### src/rtl/dref_pkg.sv
package dref_pkg;

    typedef enum logic [2:0] {
        ST_WAIT,
        ST_IDLE,
        ST_CSR,
        ST_RAS,
        ST_PRE
    } seq_state_e;

    // Round a nanosecond limit up to whole clock cycles, never below one.
    function automatic int ns_to_cyc(input int ns, input int clk_ps);
        int c;
        c = (ns * 1000 + clk_ps - 1) / clk_ps;
        return (c < 1) ? 1 : c;
    endfunction

    function automatic int imax(input int a, input int b);
        return (a > b) ? a : b;
    endfunction

    function automatic int imin(input int a, input int b);
        return (a < b) ? a : b;
    endfunction

endpackage

### src/rtl/dref_interval_timer.sv
module dref_interval_timer #(
    parameter int PERIOD = 1560
) (
    input  logic clk,
    input  logic rst_n,
    input  logic run,
    output logic tick
);
    localparam int CW = dref_pkg::imax($clog2(PERIOD), 1);

    typedef struct packed {
        logic [CW-1:0] cnt;
    } tmr_s;

    tmr_s tmr_q, tmr_d;
    logic wrap;

    assign wrap = run && (tmr_q.cnt == CW'(PERIOD - 1));
    assign tick = wrap;

    always_comb begin
        tmr_d = tmr_q;
        if (!run || wrap) begin
            tmr_d.cnt = '0;
        end else begin
            tmr_d.cnt = tmr_q.cnt + 1'b1;
        end
    end

    always_ff @(posedge clk) begin
        if (!rst_n) begin
            tmr_q <= '0;
        end else begin
            tmr_q <= tmr_d;
        end
    end
endmodule

### src/rtl/dref_pending_ctr.sv
module dref_pending_ctr #(
    parameter int MAX = 8
) (
    input  logic clk,
    input  logic rst_n,
    input  logic inc,
    input  logic dec,
    output logic nonzero,
    output logic full
);
    localparam int CW = dref_pkg::imax($clog2(MAX + 1), 1);

    typedef struct packed {
        logic [CW-1:0] cnt;
    } pend_s;

    pend_s pend_q, pend_d;

    assign nonzero = (pend_q.cnt != '0);
    assign full    = (pend_q.cnt == CW'(MAX));

    always_comb begin
        pend_d = pend_q;
        if (inc && !dec && !full) begin
            pend_d.cnt = pend_q.cnt + 1'b1;
        end else if (dec && !inc && nonzero) begin
            pend_d.cnt = pend_q.cnt - 1'b1;
        end
    end

    always_ff @(posedge clk) begin
        if (!rst_n) begin
            pend_q <= '0;
        end else begin
            pend_q <= pend_d;
        end
    end
endmodule

### src/rtl/dref_cycle_fsm.sv
module dref_cycle_fsm
    import dref_pkg::*;
#(
    parameter int INIT_CYC = 20000,
    parameter int WARMUP   = 8,
    parameter int CSR_CYC  = 1,
    parameter int CHR_CYC  = 1,
    parameter int RAS_CYC  = 5,
    parameter int PRE_CYC  = 4
) (
    input  logic clk,
    input  logic rst_n,
    input  logic work_pending,
    input  logic gnt,
    output logic req,
    output logic busy,
    output logic init_done,
    output logic ref_done,
    output logic ras_n,
    output logic cas_n
);
    localparam int LONGEST = imax(INIT_CYC, imax(CSR_CYC, imax(RAS_CYC, PRE_CYC)));
    localparam int CW      = imax($clog2(LONGEST + 1), 1);
    localparam int WW      = imax($clog2(WARMUP + 1), 1);

    typedef struct packed {
        seq_state_e    state;
        logic [CW-1:0] cnt;
        logic [WW-1:0] warm;
        logic          init_done;
        logic          ras_n;
        logic          cas_n;
    } fsm_s;

    fsm_s fsm_q, fsm_d;
    logic pre_last;

    assign pre_last  = (fsm_q.state == ST_PRE) && (fsm_q.cnt == CW'(PRE_CYC - 1));
    assign req       = (fsm_q.state == ST_IDLE) && ((fsm_q.warm != '0) || work_pending);
    assign busy      = (fsm_q.state == ST_CSR) || (fsm_q.state == ST_RAS) || (fsm_q.state == ST_PRE);
    assign init_done = fsm_q.init_done;
    assign ref_done  = pre_last && (fsm_q.warm == '0);
    assign ras_n     = fsm_q.ras_n;
    assign cas_n     = fsm_q.cas_n;

    always_comb begin
        fsm_d = fsm_q;
        unique case (fsm_q.state)
            ST_WAIT: begin
                if (fsm_q.cnt == CW'(INIT_CYC - 1)) begin
                    fsm_d.state = ST_IDLE;
                    fsm_d.cnt   = '0;
                    if (WARMUP == 0) fsm_d.init_done = 1'b1;
                end else begin
                    fsm_d.cnt = fsm_q.cnt + 1'b1;
                end
            end
            ST_IDLE: begin
                if (req && gnt) begin
                    fsm_d.state = ST_CSR;
                    fsm_d.cnt   = '0;
                end
            end
            ST_CSR: begin
                if (fsm_q.cnt == CW'(CSR_CYC - 1)) begin
                    fsm_d.state = ST_RAS;
                    fsm_d.cnt   = '0;
                end else begin
                    fsm_d.cnt = fsm_q.cnt + 1'b1;
                end
            end
            ST_RAS: begin
                if (fsm_q.cnt == CW'(RAS_CYC - 1)) begin
                    fsm_d.state = ST_PRE;
                    fsm_d.cnt   = '0;
                end else begin
                    fsm_d.cnt = fsm_q.cnt + 1'b1;
                end
            end
            ST_PRE: begin
                if (pre_last) begin
                    fsm_d.state = ST_IDLE;
                    fsm_d.cnt   = '0;
                    if (fsm_q.warm != '0) begin
                        fsm_d.warm = fsm_q.warm - 1'b1;
                        if (fsm_q.warm == WW'(1)) fsm_d.init_done = 1'b1;
                    end
                end else begin
                    fsm_d.cnt = fsm_q.cnt + 1'b1;
                end
            end
            default: begin
                fsm_d.state = ST_IDLE;
                fsm_d.cnt   = '0;
            end
        endcase
        // Strobes are registered from the next state so the pins never glitch.
        fsm_d.ras_n = (fsm_d.state != ST_RAS);
        fsm_d.cas_n = !((fsm_d.state == ST_CSR) ||
                        ((fsm_d.state == ST_RAS) && (fsm_d.cnt < CW'(CHR_CYC))));
    end

    always_ff @(posedge clk) begin
        if (!rst_n) begin
            fsm_q.state     <= ST_WAIT;
            fsm_q.cnt       <= '0;
            fsm_q.warm      <= WW'(WARMUP);
            fsm_q.init_done <= 1'b0;
            fsm_q.ras_n     <= 1'b1;
            fsm_q.cas_n     <= 1'b1;
        end else begin
            fsm_q <= fsm_d;
        end
    end
endmodule

### src/rtl/dram_refresh_sched.sv
module dram_refresh_sched
    import dref_pkg::*;
#(
    parameter int CLK_PERIOD_PS       = 10000,
    parameter int INIT_WAIT_NS        = 200000,
    parameter int REFRESH_INTERVAL_NS = 15600,
    parameter int WARMUP_REFRESHES    = 8,
    parameter int PEND_MAX            = 8,
    parameter int T_CSR_NS            = 5,
    parameter int T_CHR_NS            = 10,
    parameter int T_RAS_NS            = 50,
    parameter int T_RP_NS             = 30,
    parameter int T_RC_NS             = 84
) (
    input  logic clk,
    input  logic rst_n,
    input  logic ref_gnt,
    output logic ref_req,
    output logic ref_urgent,
    output logic ref_busy,
    output logic init_done,
    output logic ras_n,
    output logic cas_lo_n,
    output logic cas_hi_n,
    output logic we_n
);
    localparam int INIT_CYC = ns_to_cyc(INIT_WAIT_NS, CLK_PERIOD_PS);
    localparam int TREF_CYC = ns_to_cyc(REFRESH_INTERVAL_NS, CLK_PERIOD_PS);
    localparam int CSR_CYC  = ns_to_cyc(T_CSR_NS, CLK_PERIOD_PS);
    localparam int RAS_CYC  = ns_to_cyc(T_RAS_NS, CLK_PERIOD_PS);
    localparam int CHR_CYC  = imin(ns_to_cyc(T_CHR_NS, CLK_PERIOD_PS), RAS_CYC);
    localparam int RP_CYC   = ns_to_cyc(T_RP_NS, CLK_PERIOD_PS);
    localparam int RC_CYC   = ns_to_cyc(T_RC_NS, CLK_PERIOD_PS);
    localparam int PRE_CYC  = imax(RP_CYC, RC_CYC - RAS_CYC);

    logic tick, owed_nz, owed_full, ref_done, cas_n;

    dref_interval_timer #(
        .PERIOD (TREF_CYC)
    ) timer_i (
        .clk   (clk),
        .rst_n (rst_n),
        .run   (init_done),
        .tick  (tick)
    );

    dref_pending_ctr #(
        .MAX (PEND_MAX)
    ) owed_i (
        .clk     (clk),
        .rst_n   (rst_n),
        .inc     (tick),
        .dec     (ref_done),
        .nonzero (owed_nz),
        .full    (owed_full)
    );

    dref_cycle_fsm #(
        .INIT_CYC (INIT_CYC),
        .WARMUP   (WARMUP_REFRESHES),
        .CSR_CYC  (CSR_CYC),
        .CHR_CYC  (CHR_CYC),
        .RAS_CYC  (RAS_CYC),
        .PRE_CYC  (PRE_CYC)
    ) seq_i (
        .clk          (clk),
        .rst_n        (rst_n),
        .work_pending (owed_nz),
        .gnt          (ref_gnt),
        .req          (ref_req),
        .busy         (ref_busy),
        .init_done    (init_done),
        .ref_done     (ref_done),
        .ras_n        (ras_n),
        .cas_n        (cas_n)
    );

    assign ref_urgent = owed_full;
    assign cas_lo_n   = cas_n;
    assign cas_hi_n   = cas_n;
    assign we_n       = 1'b1;
endmodule

### config.mk
export PLATFORM = sky130hd
export DESIGN_NAME = dram_refresh_sched
export DESIGN_NICKNAME = d
export VERILOG_FILES = /design/src/rtl/dref_pkg.sv /design/src/rtl/dref_interval_timer.sv /design/src/rtl/dref_pending_ctr.sv /design/src/rtl/dref_cycle_fsm.sv /design/src/rtl/dram_refresh_sched.sv
export SDC_FILE = /design/constraint.sdc
export NUM_CORES = 1
export LEC_CHECK = 0
export ABC_AREA = 1
export CAP_MARGIN = 20
export CORE_ASPECT_RATIO = 0.9
export CORE_MARGIN = 4
export CORE_UTILIZATION = 40
export CTS_BUF_LIST = sky130_fd_sc_hd__clkbuf_8
export CTS_CLUSTER_SIZE = 10
export DETAILED_ROUTE_END_ITERATION = 7
export GPL_TIMING_DRIVEN = 0
export HOLD_SLACK_MARGIN = 0.08
export PLACE_DENSITY = 0.65
export SKIP_CTS_REPAIR_TIMING = 1
export SYNTH_ARGS = -nofsm -noshare
export SYNTH_HDL_FRONTEND = slang
export SYNTH_SLANG_ARGS = --single-unit
export TNS_END_PERCENT = 100
### constraint.sdc
create_clock -name clk -period 3.3 [get_ports clk]
set_input_delay 0.66 -clock clk [delete_from_list [all_inputs] [get_ports clk]]
set_output_delay 0.66 -clock clk [all_outputs]
set_load 0.05 [all_outputs]
# Yosys cells after proc, flatten, opt, wreduce, memory -nomap -nowiden
# Cells that the tools add are included.
word_totals:
  romBits: 0
  regBits: 40
  wordCells: 69
  out_inout_bits: 8
  input_bits: 3
  latch_bits: 0
  memories: 0
  ram_bits: 0
classes:
  n_mul: 0
  reduce_logical: 29
  addsub: 5
  bitwise_logic: 1
  n_div: 0
  mux: 12
  shift: 0
  n_eq_ne: 13
  order_cmp: 1
op_table:
  columns: ["operator", "count"]
  rows:
  - ["$pmux 18 s5", 1]
  - ["$mux 15", 4]
  - ["$mux 18", 1]
  - ["$add 15x1->15 const B", 1]
  - ["$eq 15x15->1 const B", 1]
  - ["$eq 15x2->1 const B", 1]
  - ["$eq 15x3->1 const B", 1]
  - ["$logic_not 15->1", 1]
  - ["$lt 15x1->1 const B", 1]
  - ["$eq 3x2->1 const B", 4]
  - ["$mux 3", 4]
  - ["$add 11x1->11 const B", 1]
  - ["$eq 11x11->1 const B", 1]
  - ["$logic_and 1x1->1", 10]
  - ["$mux 4", 2]
  - ["$reduce_bool 4->1", 2]
  - ["$sub 4x1->4 const B", 2]
  - ["$logic_not 1->1", 5]
  - ["$logic_or 1x1->1", 5]
  - ["$add 4x1->4 const B", 1]
  - ["$eq 4x1->1 const B", 1]
  - ["$eq 4x4->1 const B", 1]
  - ["$logic_not 4->1", 1]
  - ["$reduce_and 4->1", 1]
  - ["other kinds (8)", 8]

# Longest topological paths before layout
# Gate-level depths: netlist of run 1.
depth:
  word_depth: 10
  mapped_depth: 17
  depth_no_buf: 16

# By module
# A second synthesis of run 1 with hierarchy kept.
unflattened:
  cells_unflattened: 470
  hier_area_um2: 2962.8
modules_own_cells:
  columns: ["mod", "cells_per_inst", "n_inst", "area_each_um2"]
  rows:
  - ["dref_cycle_fsm", 345, 1, 2034.5]
  - ["dref_interval_timer", 78, 1, 581.8]
  - ["dref_pending_ctr", 44, 1, 327.8]
  - ["dram_refresh_sched", 3, 1, 18.8]

# Worst setup path after synthesis of run 1
# Ideal clock, no wire load.
synth_timing:
  kind: "reg2reg"
  start: "reg owed_i.pend_q[1] (netlist bit)"
  end: "reg owed_i.pend_q[3] (netlist bit)"
  required_time_ps: 3181
  arrival_ps: 2849
  path_stages_with_launch: 15
  n_path_buf: 0
  slack_ps: 332
  setup_ps: 119
  cell_sequence: "dfxtp_1 > inv_1 > nand2_1 > nor3_1 > nor2_1 > o21ai_4 > ha_1 > nand2_1 > nand2_1 > a31oi_1 > inv_1 > nand2_1 > nand3_2 > o21ai_1 > a21oi_1"
synth_via:
  elab_chain_len: 4
  elab_cells_between_ends: 10
  classes_between: "2 x add/sub; 1 x eq/ne; 2 x mux; 5 x reduce/logical"
synth_lines:
  columns: ["item", "line_no", "source"]
  rows:
  - ["from (decl)", "dref_pending_ctr.sv:17", "pend_s pend_q, pend_d;"]
  - ["from (signal assigned)", "dref_pending_ctr.sv:35", "pend_q <= pend_d;"]
  - ["$eq 4x4->1 (*)", "dref_pending_ctr.sv:20", "assign full = (pend_q.cnt == CW'(MAX));"]
  - ["net ref_urgent", "dram_refresh_sched.sv:19", "output logic ref_urgent,"]
  - ["$logic_not 1->1 (*)", "dref_pending_ctr.sv:24", "if (inc && !dec && !full) begin"]
  - ["$logic_and 1x1->1 (*)", "dref_pending_ctr.sv:24", null]
  - ["$mux 4 or $reduce_bool 2->1 (tied branches)", null, null]
# The timed path passes the listed nets; every way through them passes the cells marked *. The select of a mux whose other input is x is not followed.
# A chain may end at the register's enable or synchronous reset.

# Final worst setup path of run 1
layout_timing:
  start: "reg seq_i.fsm_q[22] (netlist bit)"
  end: "out ref_busy"
layout_via:
  elab_chain_len: 3
  elab_cells_between_ends: 5
  classes_between: "3 x eq/ne; 2 x reduce/logical"
layout_lines:
  columns: ["item", "line_no", "source"]
  rows:
  - ["from (decl)", "dref_cycle_fsm.sv:35", "fsm_s fsm_q, fsm_d;"]
  - ["from (signal assigned)", "dref_cycle_fsm.sv:112", "fsm_q <= fsm_d;"]
  - ["$eq 3x2->1", "dref_cycle_fsm.sv:40", "assign busy = (fsm_q.state == ST_CSR) || (fsm_q.state == ST_RAS) || (fsm_q.state == ST_PRE);"]
  - ["$logic_or 1x1->1", "dref_cycle_fsm.sv:40", null]
  - ["$logic_or 1x1->1 (*)", "dref_cycle_fsm.sv:40", null]
  - ["to (decl)", "dram_refresh_sched.sv:20", "output logic ref_busy,"]
# Mark *: on every way between the ends. The rest lies on a longest branch, timed or not.

==> results of run 1 <==
-- worst max path at each step --
stage,startpoint,end,slack [ps]
final,seq_i.fsm_q[22],ref_busy,430
after global routing,seq_i.fsm_q[22],ref_busy,320
after CTS,seq_i.fsm_q[22],ref_busy,440
after detailed placement,seq_i.fsm_q[8],owed_i.pend_q[3],670
after global placement,seq_i.fsm_q[8],owed_i.pend_q[3],740
after floorplan,owed_i.pend_q[1],owed_i.pend_q[3],330
-- critical path: cells and delay by family (launching register included) --
family        cells  cell delay (ps)
flops             1              340
simple gates      3              530
buf+inv           3             1030
-- flip-flops by register name (all words and copies together) (netlist names) --
signal           cells
seq_i.fsm_q         22
owed_i.pend_q        4
seq_i.ras_n          1
timer_i.tmr_q       11
seq_i.init_done      1
seq_i.cas_n          1
-- stage by stage --
| step | utilization [%] | hold WS [ps] |
|---|---|---|
| after floorplan | - | 418 |
| after global placement | 43.8 | 431 |
| after CTS | 45.5 | 457 |
| after detailed placement | 43.8 | 444 |
| final | 45.5 | 457 |
| after global routing | 45.5 | 497 |
-- layer usage --
| layer | share of wire [%] | routed length (um) | vias up |
|---|---|---|---|
| li1 | - | - | 1536 |
| met1 | 48 | 3530 | 1346 |
| met4 | 2.0 | 143 | 0 |
| met2 | 45 | 3260 | 66 |
| met3 | 5.1 | 374 | 12 |
| met5 | 0 | 0 | - |
-- cells by family (layout without fill, tap and decap cells) --
logic type	count (synthesis)	count (layout)	synth area share (%)
AND/OR/NAND/NOR	288	288	46.1
buffers and inverters	79	95	11.2
AO/OA/AOI/OAI	45	45	9.68
flip-flops	40	40	27.9
adder cells (fa/ha/maj)	8	8	3.75
XOR/XNOR	4	4	1.22
other	1	1	0.131
-- cell type report --
class | count | area, sq um | share of cell area [%]
buffer | 13 | 73.8 | 2.32
sequential | 40 | 801 | 25.1
multi-input combinational | 346 | 1750 | 54.8
tap | 93 | 116 | 3.65
clock buffer | 6 | 82.6 | 2.59
clock inverter | 2 | 38.8 | 1.22
inverter | 66 | 248 | 7.77
timing repair buffer | 8 | 80.1 | 2.51
-- synth_stat cells (7+ instances only) --
library cell	number
a21oi_1	14
dfxtp_1	40
ha_1	7
inv_1	64
nand2_1	101
nand2_2	7
nand3_1	65
nand4_1	15
nor2_1	69
nor3_1	7
o211ai_1	7
o21ai_0	9
-- report_power, final --
group / switching [uW] / internal [uW] / total [uW] / leakage, uW
Clock: 191 / 248 / 439 / 0.0000614
Combinational: 36.6 / 17.3 / 54.0 / 0.00101
Sequential: 6.47 / 485 / 492 / 0.000323
==> metrics.cfg, run 1 <==
[pwr]
leakagePower_uw=0.00139
power.total_uw=984
ir_worst_vdd_uv=183
power_density_nw_per_um2=309

[detailed_routing]
dr.pass1.iters=5
postRouteAntennaNets=0
routed_wl_um=7310
drc_errors=0
vias=2960
viasPerCell=5.16
drt_iter0_markers=209
avgRoutedWirePerCell_um=12.7

[die]
num_rows=29
die_area_sq_um=8600
core_sq_um=7000
initial_utilization_pct=41.0
die_x_um=97.3
die_h_um=88.4
ioPinCount=11

[cts]
cts.clk_slew.worst_paths_ps=80
htreeDepth=2
cts.sinks=40
cts_tree=built
cts_max_path_buffers=2
clk_latency_ps=300
cts_buffers=5
clockRootBuffer=clkbuf_8

[global_route]
met3_usage_pct=3.47
use_met1_pct=23.2
antenna_found_initial=0
grt_max_degree=14
grt_pass1_wl_um=12400
busiest_layer=met2
overflow=0
grt_util_all_layers_pct=17.7
met2_usage_pct=28.9
grt_pass1_vias=2661

[sta]
hold_violations=0
fin_ws_ps=433
period_share_pct=86.9
rsz0062_at_grt=false
worst_pin_slew_ps=643
setup_tns_ps=0
period_needed_ps=2870
final_max_slew_viol_count=0
finalSetupViolations=0
fmax_ghz=0.349
fin_skew_ps=11.9
maxSlewHeadroom_pct=57.1

[final_layout]
final_cell_mix=nand2_1, nor2_1, nand3_1, inv_1, dfxtp_1
nNetsFinal=491
finish.instance_area_sq_um=3190
drive_gt1_share_pct=9.15
antenna_cells=0
area_growth_pct=11.1
final_common_cell=nand2_1
stdcell_count=574
nFillCells=747

[placed_design]
dp_cells=566
gp_congestion=0.902
port_buffers=8
hpwlAfterDp_um=5440
dpl-instance-area_sq_um=3070
dp_worst_setup_slack_ps=675

[worst_setup_path]
crit_required_ps=2640
worstSetupStartpointType=flip-flop
path_class=flip-flop to output pin
cpPeakStageDelay_ps=790
crit_chain=inv_1 > nand2_1 > nor2_1 > inv_1 > nand2_1 > clkdlybuf4s50_1
cp-end-kind=output pin
r2r_setup_slack_ps=640
r2r_end=owed_i.pend_q[3]
cpMaxStageDelayCell=clkdlybuf4s50_1
worstRegToRegCells=16
cp_max_fo=6
r2r_start=seq_i.fsm_q[8]
arrival_ps=2210

[synth]
ys.flop_type=dfxtp_1
yosysTopAreaCellShare_pct=27.9
yosysUniqueCellTypes=37
syn_avg_cell_area_sq_um=6.17
yosysSeqAreaShare_pct=27.9
synth-async-reset-ratio_pct=0
syn-num-nets=476
synth_top_area_cell=dfxtp_1
syn_area_sq_um=2870
synth_area_leaders=dfxtp_1, nand2_1, nand3_1
synth_edf_count=0
synth_seq_cells=40
ys_warn_count=0
netlist_instances=465

[worst_hold_path]
hold_depth=1
holdCritStartpoint=timer_i.tmr_q[0]
whs_endpoint=timer_i.tmr_q[0]
min_path_type=flip-flop to flip-flop

[status]
status=finished, final reports clean

[job]
drv_cap=0

(Power assumes the default switching activity.)
==> inputs of run 2 (changes only) <==
--- a/config.mk
+++ b/config.mk
@@ -10,7 +10,7 @@
 export CORE_ASPECT_RATIO = 0.9
 export CORE_MARGIN = 4
 export CORE_UTILIZATION = 40
-export CTS_BUF_LIST = sky130_fd_sc_hd__clkbuf_8
+export CTS_BUF_LIST = sky130_fd_sc_hd__clkbuf_4 sky130_fd_sc_hd__clkbuf_8
 export CTS_CLUSTER_SIZE = 10
 export DETAILED_ROUTE_END_ITERATION = 7
 export GPL_TIMING_DRIVEN = 0
==> results of run 2 <==
The final DEF is identical to that of run 1; final timing and power are the same.
